File: src/rtl/imw_pkg.sv
package imw_pkg;

   typedef enum logic [1:0] {
      RS_IDLE,
      RS_WAIT,
      RS_HOLD
   } rd_state_e;

   localparam int unsigned OFS_PTR  = 0;
   localparam int unsigned OFS_DATA = 4;
   localparam int unsigned OFS_MODE = 8;

   localparam int unsigned MODE_KEEP_RD = 0;
   localparam int unsigned MODE_KEEP_WR = 1;
   localparam int unsigned MODE_W       = 2;

endpackage

File: src/rtl/imw_addr_ctr.sv
module imw_addr_ctr #(
   parameter int unsigned DEPTH = 1024,
   parameter int unsigned AW    = $clog2(DEPTH)
) (
   input  logic          clk,
   input  logic          rst_n,
   input  logic          load,
   input  logic [AW-1:0] load_val,
   input  logic          step,
   output logic [AW-1:0] addr_o
);

   localparam logic [AW-1:0] LAST = AW'(DEPTH - 1);

   logic [AW-1:0] addr_q;

   always_ff @(posedge clk or negedge rst_n) begin
      if (!rst_n) begin
         addr_q <= '0;
      end else if (load) begin
         addr_q <= load_val;
      end else if (step) begin
         if (addr_q == LAST) addr_q <= '0;
         else                addr_q <= addr_q + AW'(1);
      end
   end

   assign addr_o = addr_q;


   load_wins_chk: assert property (@(posedge clk) disable iff (!rst_n)
      load |=> addr_q == $past(load_val));


   step_wrap_chk: assert property (@(posedge clk) disable iff (!rst_n)
      (step && !load && addr_q == LAST) |=> addr_q == '0);


   hold_still_chk: assert property (@(posedge clk) disable iff (!rst_n)
      (!step && !load) |=> $stable(addr_q));

endmodule

File: src/rtl/imw_rd_seq.sv
module imw_rd_seq
   import imw_pkg::*;
#(
   parameter int unsigned DW     = 32,
   parameter int unsigned RD_LAT = 1
) (
   input  logic          clk,
   input  logic          rst_n,
   input  logic          req,
   input  logic          allow,
   input  logic [DW-1:0] ram_rdata,
   output logic          issue_o,
   output logic          done_o,
   output logic          fire_o,
   output logic [DW-1:0] data_o
);

   localparam int unsigned CW = (RD_LAT < 2) ? 1 : $clog2(RD_LAT + 1);

   rd_state_e     state_q;
   logic [DW-1:0] data_q;
   logic          last_wait;

   generate
      if (RD_LAT == 1) begin : g_lat_one
         assign last_wait = 1'b1;
      end else begin : g_lat_cnt
         logic [CW-1:0] cnt_q;
         always_ff @(posedge clk or negedge rst_n) begin
            if (!rst_n)                  cnt_q <= CW'(1);
            else if (state_q != RS_WAIT) cnt_q <= CW'(1);
            else                         cnt_q <= cnt_q + CW'(1);
         end
         assign last_wait = (cnt_q == CW'(RD_LAT));
      end
   endgenerate

   assign issue_o = (state_q == RS_IDLE) && req && allow;
   assign done_o  = (state_q == RS_HOLD);
   assign fire_o  = done_o && req;
   assign data_o  = data_q;

   always_ff @(posedge clk or negedge rst_n) begin
      if (!rst_n) begin
         state_q <= RS_IDLE;
         data_q  <= '0;
      end else begin
         case (state_q)
            RS_IDLE: if (issue_o) state_q <= RS_WAIT;
            RS_WAIT: if (last_wait) begin
               data_q  <= ram_rdata;
               state_q <= RS_HOLD;
            end
            RS_HOLD: if (req) state_q <= RS_IDLE;
            default: state_q <= RS_IDLE;
         endcase
      end
   end


   no_early_done_chk: assert property (@(posedge clk) disable iff (!rst_n)
      issue_o |=> !done_o);


   done_held_chk: assert property (@(posedge clk) disable iff (!rst_n)
      (done_o && !req) |=> (done_o && $stable(data_o)));

endmodule

File: src/rtl/imw_port.sv
module imw_port
   import imw_pkg::*;
#(
   parameter int unsigned DW     = 32,
   parameter int unsigned DEPTH  = 1024,
   parameter int unsigned RD_LAT = 1,
   parameter int unsigned HAW    = 4,
   localparam int unsigned AW    = $clog2(DEPTH)
) (
   input  logic           clk,
   input  logic           rst_n,
   input  logic [HAW-1:0] h_addr,
   input  logic           h_wr,
   input  logic           h_rd,
   input  logic [DW-1:0]  h_wdata,
   output logic [DW-1:0]  h_rdata,
   output logic           h_ready,
   output logic           ram_en,
   output logic           ram_we,
   output logic [AW-1:0]  ram_addr,
   output logic [DW-1:0]  ram_wdata,
   input  logic [DW-1:0]  ram_rdata
);

   generate
      if (DEPTH < 2) begin : g_bad_depth
         $error("imw_port: DEPTH must be at least 2");
      end
      if (RD_LAT < 1) begin : g_bad_lat
         $error("imw_port: RD_LAT must be at least 1");
      end
      if (DW < AW || DW < MODE_W) begin : g_bad_dw
         $error("imw_port: DW too narrow for pointer readback");
      end
      if (HAW < 4) begin : g_bad_haw
         $error("imw_port: HAW must cover offset 0x8");
      end
   endgenerate

   logic              sel_ptr, sel_dat, sel_mode;
   logic              wr_ptr, wr_dat, wr_mode;
   logic              rd_req, rd_allow, rd_issue, rd_done, rd_fire;
   logic [DW-1:0]     rd_data;
   logic [MODE_W-1:0] mode_q;
   logic              pend_q;
   logic              step;
   logic [AW-1:0]     addr;

   assign sel_ptr  = (h_addr == HAW'(OFS_PTR));
   assign sel_dat  = (h_addr == HAW'(OFS_DATA));
   assign sel_mode = (h_addr == HAW'(OFS_MODE));

   assign wr_ptr   = h_wr && sel_ptr;
   assign wr_dat   = h_wr && sel_dat && !pend_q;
   assign wr_mode  = h_wr && sel_mode && !pend_q;
   assign rd_req   = h_rd && sel_dat;
   assign rd_allow = !pend_q && !h_wr;

   assign step = pend_q || (wr_dat && !mode_q[MODE_KEEP_WR]);

   always_ff @(posedge clk or negedge rst_n) begin
      if (!rst_n) begin
         mode_q <= '0;
         pend_q <= 1'b0;
      end else begin
         if (wr_mode) mode_q <= h_wdata[MODE_W-1:0];
         pend_q <= rd_fire && !mode_q[MODE_KEEP_RD];
      end
   end

   imw_addr_ctr #(
      .DEPTH (DEPTH),
      .AW    (AW)
   ) u_ctr (
      .clk      (clk),
      .rst_n    (rst_n),
      .load     (wr_ptr),
      .load_val (h_wdata[AW-1:0]),
      .step     (step),
      .addr_o   (addr)
   );

   imw_rd_seq #(
      .DW     (DW),
      .RD_LAT (RD_LAT)
   ) u_rdseq (
      .clk       (clk),
      .rst_n     (rst_n),
      .req       (rd_req),
      .allow     (rd_allow),
      .ram_rdata (ram_rdata),
      .issue_o   (rd_issue),
      .done_o    (rd_done),
      .fire_o    (rd_fire),
      .data_o    (rd_data)
   );

   assign ram_en    = wr_dat || rd_issue;
   assign ram_we    = wr_dat;
   assign ram_addr  = addr;
   assign ram_wdata = h_wdata;

   always_comb begin
      if (wr_ptr)      h_ready = 1'b1;
      else if (pend_q) h_ready = 1'b0;
      else if (rd_req) h_ready = rd_done;
      else             h_ready = 1'b1;
   end

   always_comb begin
      h_rdata = '0;
      if (sel_dat)       h_rdata = rd_data;
      else if (sel_ptr)  h_rdata = DW'(addr);
      else if (sel_mode) h_rdata = DW'(mode_q);
   end


   pend_single_chk: assert property (@(posedge clk) disable iff (!rst_n)
      pend_q |=> !pend_q);


   read_step_stall_chk: assert property (@(posedge clk) disable iff (!rst_n)
      (rd_fire && !mode_q[MODE_KEEP_RD]) |=> (!h_ready || wr_ptr));

endmodule

File: config.mk
export PLATFORM = sky130hd
export DESIGN_NAME = imw_port
export DESIGN_NICKNAME = d
export VERILOG_FILES = /design/src/rtl/imw_pkg.sv /design/src/rtl/imw_addr_ctr.sv /design/src/rtl/imw_rd_seq.sv /design/src/rtl/imw_port.sv
export SDC_FILE = /design/constraint.sdc
export NUM_CORES = 1
export LEC_CHECK = 0
export ABC_CLOCK_PERIOD_IN_PS = 2000
export BUFFER_PORTS_ARGS = -buffer_cell sky130_fd_sc_hd__buf_2
export CAP_MARGIN = 40
export CORE_MARGIN = 2
export CORE_UTILIZATION = 28
export CTS_BUF_LIST = sky130_fd_sc_hd__clkbuf_4
export DETAILED_ROUTE_END_ITERATION = 8
export SYNTH_ARGS = -nofsm -noshare
export SYNTH_HDL_FRONTEND = slang
export SYNTH_SLANG_ARGS = --single-unit
File: constraint.sdc
create_clock -name clk -period 2 [get_ports clk]
set_input_delay 0.1 -clock clk [delete_from_list [all_inputs] [get_ports clk]]
set_output_delay 0.1 -clock clk [all_outputs]
set_load 0.02 [all_outputs]
==> results of run 1 <==
per-stage QoR:
| step | utilization [%] | area, um^2 | cells | hold WS (ps) | power [mW] |
|---|---|---|---|---|---|
| finish | 38.7 | 3540 | 474 | 25.0 | 2.53 |
| global route | 38.7 | 3540 | 474 | 13.4 | 2.70 |
| CTS | 38.7 | 3540 | 474 | 4.77 | 2.57 |
| detailed placement | 33.3 | 3050 | 425 | 173 | 1.92 |
| global placement | 33.3 | 3050 | 425 | 176 | 1.91 |
| floorplan | - | 2610 | 244 | -196 | 1.71 |
cell type report:
class | count | area, um^2
Fill cell | 918 | 5610
Sequential cell | 47 | 1180
Multi-Input combinational cell | 152 | 1140
Timing Repair Buffer | 155 | 1010
Tap cell | 111 | 139
Clock inverter | 3 | 38.8
Clock buffer | 5 | 37.5
Inverter | 1 | 3.75
critical path, cell delays in order, from the launching register on:
cell,delay [ps]
dfrtp_1,440
or4_1,510
nor2_1,120
or2_2,120
buf_2,150
layout by cell type, fill, tap and decap left out, types with 2 or more instances in the layout:
| cell type | n |
|---|---|
| nand3_1 | 6 |
| buf_2 | 104 |
| a21oi_1 | 7 |
| nor2b_1 | 2 |
| dfrtp_1 | 47 |
| a31oi_1 | 3 |
| clkbuf_4 | 5 |
| nand2_1 | 10 |
| xor2_1 | 4 |
| and3_1 | 3 |
| and2_1 | 22 |
| nor3_1 | 4 |
| buf_4 | 10 |
| mux2i_1 | 2 |
| mux2_2 | 34 |
| a22o_1 | 9 |
| o21ai_1 | 4 |
| or2_2 | 2 |
| dlygate4sd3_1 | 41 |
| nand4_1 | 4 |
| nor2_1 | 13 |
| nor4_1 | 3 |
| o21ai_0 | 5 |
power by group:
group	switching, mW	leakage, nW	internal [mW]
registers	0.159	0.621	1.12
logic	0.349	1.13	0.334
clock network	0.312	0.0426	0.258
registers in the layout, indices dropped and copies added, names as in the netlist:
| name | cells |
|---|---|
| pend_q | 1 |
| mode_q | 2 |
| u_rdseq.data_o | 32 |
| u_rdseq.state_q | 2 |
| u_ctr.addr_o | 10 |
synth_stat cells (5+ instances only):
cell type	n
a21oi_1	7
a22o_1	9
and2_1	22
buf_4	33
clkbuf_1	5
dfrtp_1	47
mux2_2	34
nand2_1	10
nand3_1	6
nor2_1	13
o21ai_0	5
kinds of logic (layout without fill, tap and decap cells):
kind of cell | count (synthesis) | after routing | share of synthesized area [%]
mux | 36 | 36 | 15.4
flops | 47 | 47 | 45.0
simple gates | 78 | 78 | 17.5
xor+xnor | 4 | 4 | 1.34
buf+inv | 45 | 164 | 11.7
fa+ha+maj | 1 | 1 | 0.479
compound gates | 33 | 33 | 8.48
final timing paths:
kind / cells after the start / to / start
max: 4 / ram_en / u_rdseq.state_q[1]
min: 3 / u_ctr.addr_o[5] / h_wdata[5]
max reg2reg: 5 / u_ctr.addr_o[9] / u_ctr.addr_o[2]
min reg2reg: 1 / pend_q / mode_q[0]
max in group asynchronous: 3 / u_rdseq.data_o[3] / rst_n
min in group asynchronous: 2 / u_rdseq.data_o[17] / rst_n
metal layers:
metal,global-route usage (%),vias up
met1,16.9,1056
li1,-,1058
met4,2.85,0
met5,0,-
met3,3.26,10
met2,22.7,88
repair_timing:
| item | CTS | global route |
|---|---|---|
| endpoints found under the hold margin | 66 | 0 |
| endpoints found under the setup margin | 0 | 0 |
| hold buffers | 41 | 0 |
==> run summary, run 1 <==
Outcome -> finished, final reports clean
Met1 WL -> 2.91 mm
Netlist cell types -> 39
Met2 wire len -> 3.32 mm
Leak pwr -> 1.79 nW
Effective utilization at floorplan -> 28.5%
Final setup margin -> 216 ps
Critical Path AT -> 1680 ps
Vias in the first global route -> 2192
Core ar. -> 9150 um^2
Sequential fraction of the synthesis area -> 45.0%
Peak VDD IR -> 0.000324 V
Row count -> 35
Layout cell share with drive strength beyond 1 -> 45.2%
Required time of the critical path -> 1900 ps
# DRC -> 0
Period minus WS final -> 1780 ps
Antenna cells -> 0
Max Root-Sink Buffers -> 2
TritonRoute pass-1 iters -> 4
Fin. Hold Viols -> 0
Die ar. -> 10100 um^2
PortBufs -> 104
Syn_area_per_cell -> 10.7 um^2
Setup Fix Bufs, Post-CTS -> 0
Total gr overflow -> 0
Antenna viol nets, final -> 0
RSZ-0062 raised after global routing -> false
Place WS -> 336 ps
Die Width -> 101 um
Primary FF master, synth -> dfrtp_1
Cell taking the most area after synthesis -> dfrtp_1
Yosys reg bits -> 47
Post-synth EDFFs -> 0
Post-synth ARST share -> 100%
Initial antenna violation count -> 0
IO Pins -> 149
Type of the worst setup path -> flop to output port
Total Routed Length -> 6.74 mm
Final setup violation count -> 0
WL met3 -> 459 um
Clock root cell -> clkbuf_4
Detail Placement HPWL -> 4.83 mm
Final setup TNS -> 0 ps
Max-Cap Viols -> 0
Final net count -> 435
Least-Margin Pin Slew -> 635 ps
Max-slew violations -> 0
CTS clk-pin slew, worst paths -> 130 ps
Pwr dens -> 715 nW/um^2
Mapped cell area -> 2610 um^2
TritonCTS buffer count -> 5
Synthesized Nets -> 317
CP max FO -> 3
Max_slew headroom -> 57.7%
Syn Inst Count -> 244
Gpl congestion -> 0.856
Vias per std cell -> 4.67
CTS Sinks -> 47
Synthesis warning total -> 0
H-Tree Depth -> 2
Main area contributors after synthesis -> dfrtp_1 45%, mux2_2 15%, buf_4 9.5%
Top-area cell type share of the netlist area -> 45.0%
Gr usage total -> 13.2%
Clk_lat worst skew -> 360 ps
Worst setup EP type -> output port
Startpoint Class -> flop
Post-cts resize count -> 0
Clk_skew -> 13.1 ps
Area grow syn2layout -> 35.4%
Die height -> 101 um
Largest net degree at the start of global routing -> 29
CTS tree -> built
Routed len/inst -> 14.2 um
DR vias -> 2212
Highest routed layer -> met4
DR iter-0 viols -> 42
Final period util -> 89.2%
First-pass GRT wire length -> 10.7 mm
Max frequency -> 0.561 GHz
Worst Hold Class -> primary input to flop
R2R Setup Slk -> 310 ps
(Power assumes the default switching activity.)
==> inputs of run 2 (changes only) <==
Settings changed: BUFFER_PORTS_ARGS -buffer_cell sky130_fd_sc_hd__buf_2 to -buffer_cell sky130_fd_sc_hd__clkbuf_2, GPL_ROUTABILITY_DRIVEN set to 0.
==> run 2 against run 1 <==
Against the previous run: maximum frequency down 0.78%; worst hold slack better by 5.1 ps; sequential power about the same; power down 5.1%; via count about the same; register-to-register slack better by 50 ps; non-clock buffer count down 1; global-route usage up 0.19 points; critical path type unchanged.
==> run summary, run 2 (same netlist as run 1, synthesis figures left out) <==
# DRC -> 0 (unchanged)
Antenna cells -> 0 (unchanged)
Max frequency -> 0.556 GHz (-0.78%)
Gr usage total -> 13.4% (+0.19 points)
Commonest non-fill, non-tap cell in the layout -> clkbuf_2
TritonCTS buffer count -> 5 (unchanged)
Final setup TNS -> 0 ps (unchanged)
PortBufs -> 104 (unchanged)
Pwr dens -> 682 nW/um^2 (-4.6%)
Routed len/inst -> 13.9 um (-2.1%)
Outcome -> finished, final reports clean
Max-slew violations -> 0 (unchanged)
Leak pwr -> 1.76 nW (-1.6%)
Clock root cell -> clkbuf_4
CTS tree -> built
Final setup violation count -> 0 (unchanged)
Final period util -> 89.9% (+0.70 points)
Detail Placement HPWL -> 4.83 mm (about the same)
Worst Hold Class -> primary input to flop
Peak VDD IR -> 0.000233 V (-28%)
Die ar. -> 10100 um^2 (unchanged)
H-Tree Depth -> 2 (unchanged)
Area grow syn2layout -> 34.7%
Final setup margin -> 202 ps (-14.1 ps)
Die height -> 101 um (unchanged)
Initial antenna violation count -> 0 (unchanged)
Clk_lat worst skew -> 350 ps (about the same)
Critical Path AT -> 1700 ps (+20 ps)
Max-Cap Viols -> 0 (unchanged)
CP max FO -> 3 (unchanged)
Vias in the first global route -> 2208 (+0.73%)
CTS clk-pin slew, worst paths -> 130 ps (about the same)
Setup Fix Bufs, Post-CTS -> 0 (unchanged)
Most frequent cells in the layout -> 104 x clkbuf_2, 47 x dfrtp_1, 41 x dlygate4sd3_1
Period minus WS final -> 1800 ps (+14.1 ps)
Die Width -> 101 um (unchanged)
First-pass GRT wire length -> 10.8 mm (+1.4%)
Hold path depth -> 3 (unchanged)
Finished Core Util -> 38.5% (-0.21 points)
Hold slack -> 30.0 ps (+5.07 ps)
Least-Margin Pin Slew -> 643 ps (+8.35 ps)
RSZ-0062 raised after global routing -> false
Startpoint Class -> flop
Final net count -> 434 (-0.23%)
TritonRoute pass-1 iters -> 5 (+1)
Clk_skew -> 6.90 ps (-6.24 ps)
Row count -> 35 (unchanged)
Largest net degree at the start of global routing -> 25 (-14%)
R2R Setup Slk -> 360 ps (+50 ps)
Max Root-Sink Buffers -> 2 (unchanged)
Core ar. -> 9150 um^2 (unchanged)
Worst Reg2Reg Path Length in Cells -> 5 (unchanged)
Type of the worst setup path -> flop to output port
Effective utilization at floorplan -> 28.5% (unchanged)
IO Pins -> 149 (unchanged)
Total Routed Length -> 6.59 mm (-2.3%)
Place WS -> 379 ps (+42.7 ps)
Total power -> 2.40 mW (-5.1%)
DR iter-0 viols -> 56 (+33%)
Fin. Hold Viols -> 0 (unchanged)
Antenna viol nets, final -> 0 (unchanged)
Vias per std cell -> 4.67 (+0.12%)
DR vias -> 2210 (-0.090%)
Required time of the critical path -> 1900 ps (about the same)
Max reg flops -> 32 (unchanged)
Layout cell share with drive strength beyond 1 -> 44.8% (-0.43 points)
Worst setup EP type -> output port
Total gr overflow -> 0 (unchanged)
CTS Sinks -> 47 (unchanged)
Max_slew headroom -> 57.1% (-0.56 points)
[run 2: final cells by class]
cell class / instances / area [um^2]
clock buffer: 6 / 45.0
clock inverter: 2 / 7.51
fill: 912 / 5630
inverter: 1 / 3.75
multi-input combinational: 152 / 1140
sequential: 47 / 1180
tap: 111 / 139
timing repair buffer: 154 / 1010
[run 2: metrics by stage]
step,area [um^2],cells
final,3520,473
after global routing,3520,473
after CTS,3520,473
after detailed placement,3060,424
after global placement,3060,424
after floorplan,2610,244
[run 2: per-layer routing]
metal  vias to the layer above  global-route usage, %  wire, um
li1                       1057                      -         -
met1                      1059                   17.2      2920
met2                        84                   22.7      3230
met3                        10                   2.91       381
met4                         0                   3.79        49
met5                         -                      0         0
[run 2: final timing paths]
| check | endpoint | startpoint |
|---|---|---|
| min | u_ctr.addr_o[7] | h_wdata[7] |
| max reg2reg | u_ctr.addr_o[9] | u_ctr.addr_o[2] |
| max | ram_en | u_rdseq.state_q[1] |
| min in group asynchronous | u_rdseq.data_o[11] | rst_n |
| max in group asynchronous | u_rdseq.data_o[31] | rst_n |
| min reg2reg | pend_q | mode_q[0] |
[run 2: critical path: stages, from the launching register on]
cell	delay (ps)
dfrtp_1	440
or4_1	510
nor2_1	130
or2_2	120
clkbuf_2	150
[run 2: where the power goes]
group / internal (mW) / leakage (nW) / switching [mW]
registers: 1.12 / 0.621 / 0.164
clock network: 0.145 / 0.0307 / 0.292
logic: 0.332 / 1.11 / 0.349
[run 2: what timing repair did]
action | CTS | global route
resized for setup | 0 | 0
hold endpoints to repair | 64 | 0
setup endpoints to repair | 0 | 0
hold buffers | 41 | 0
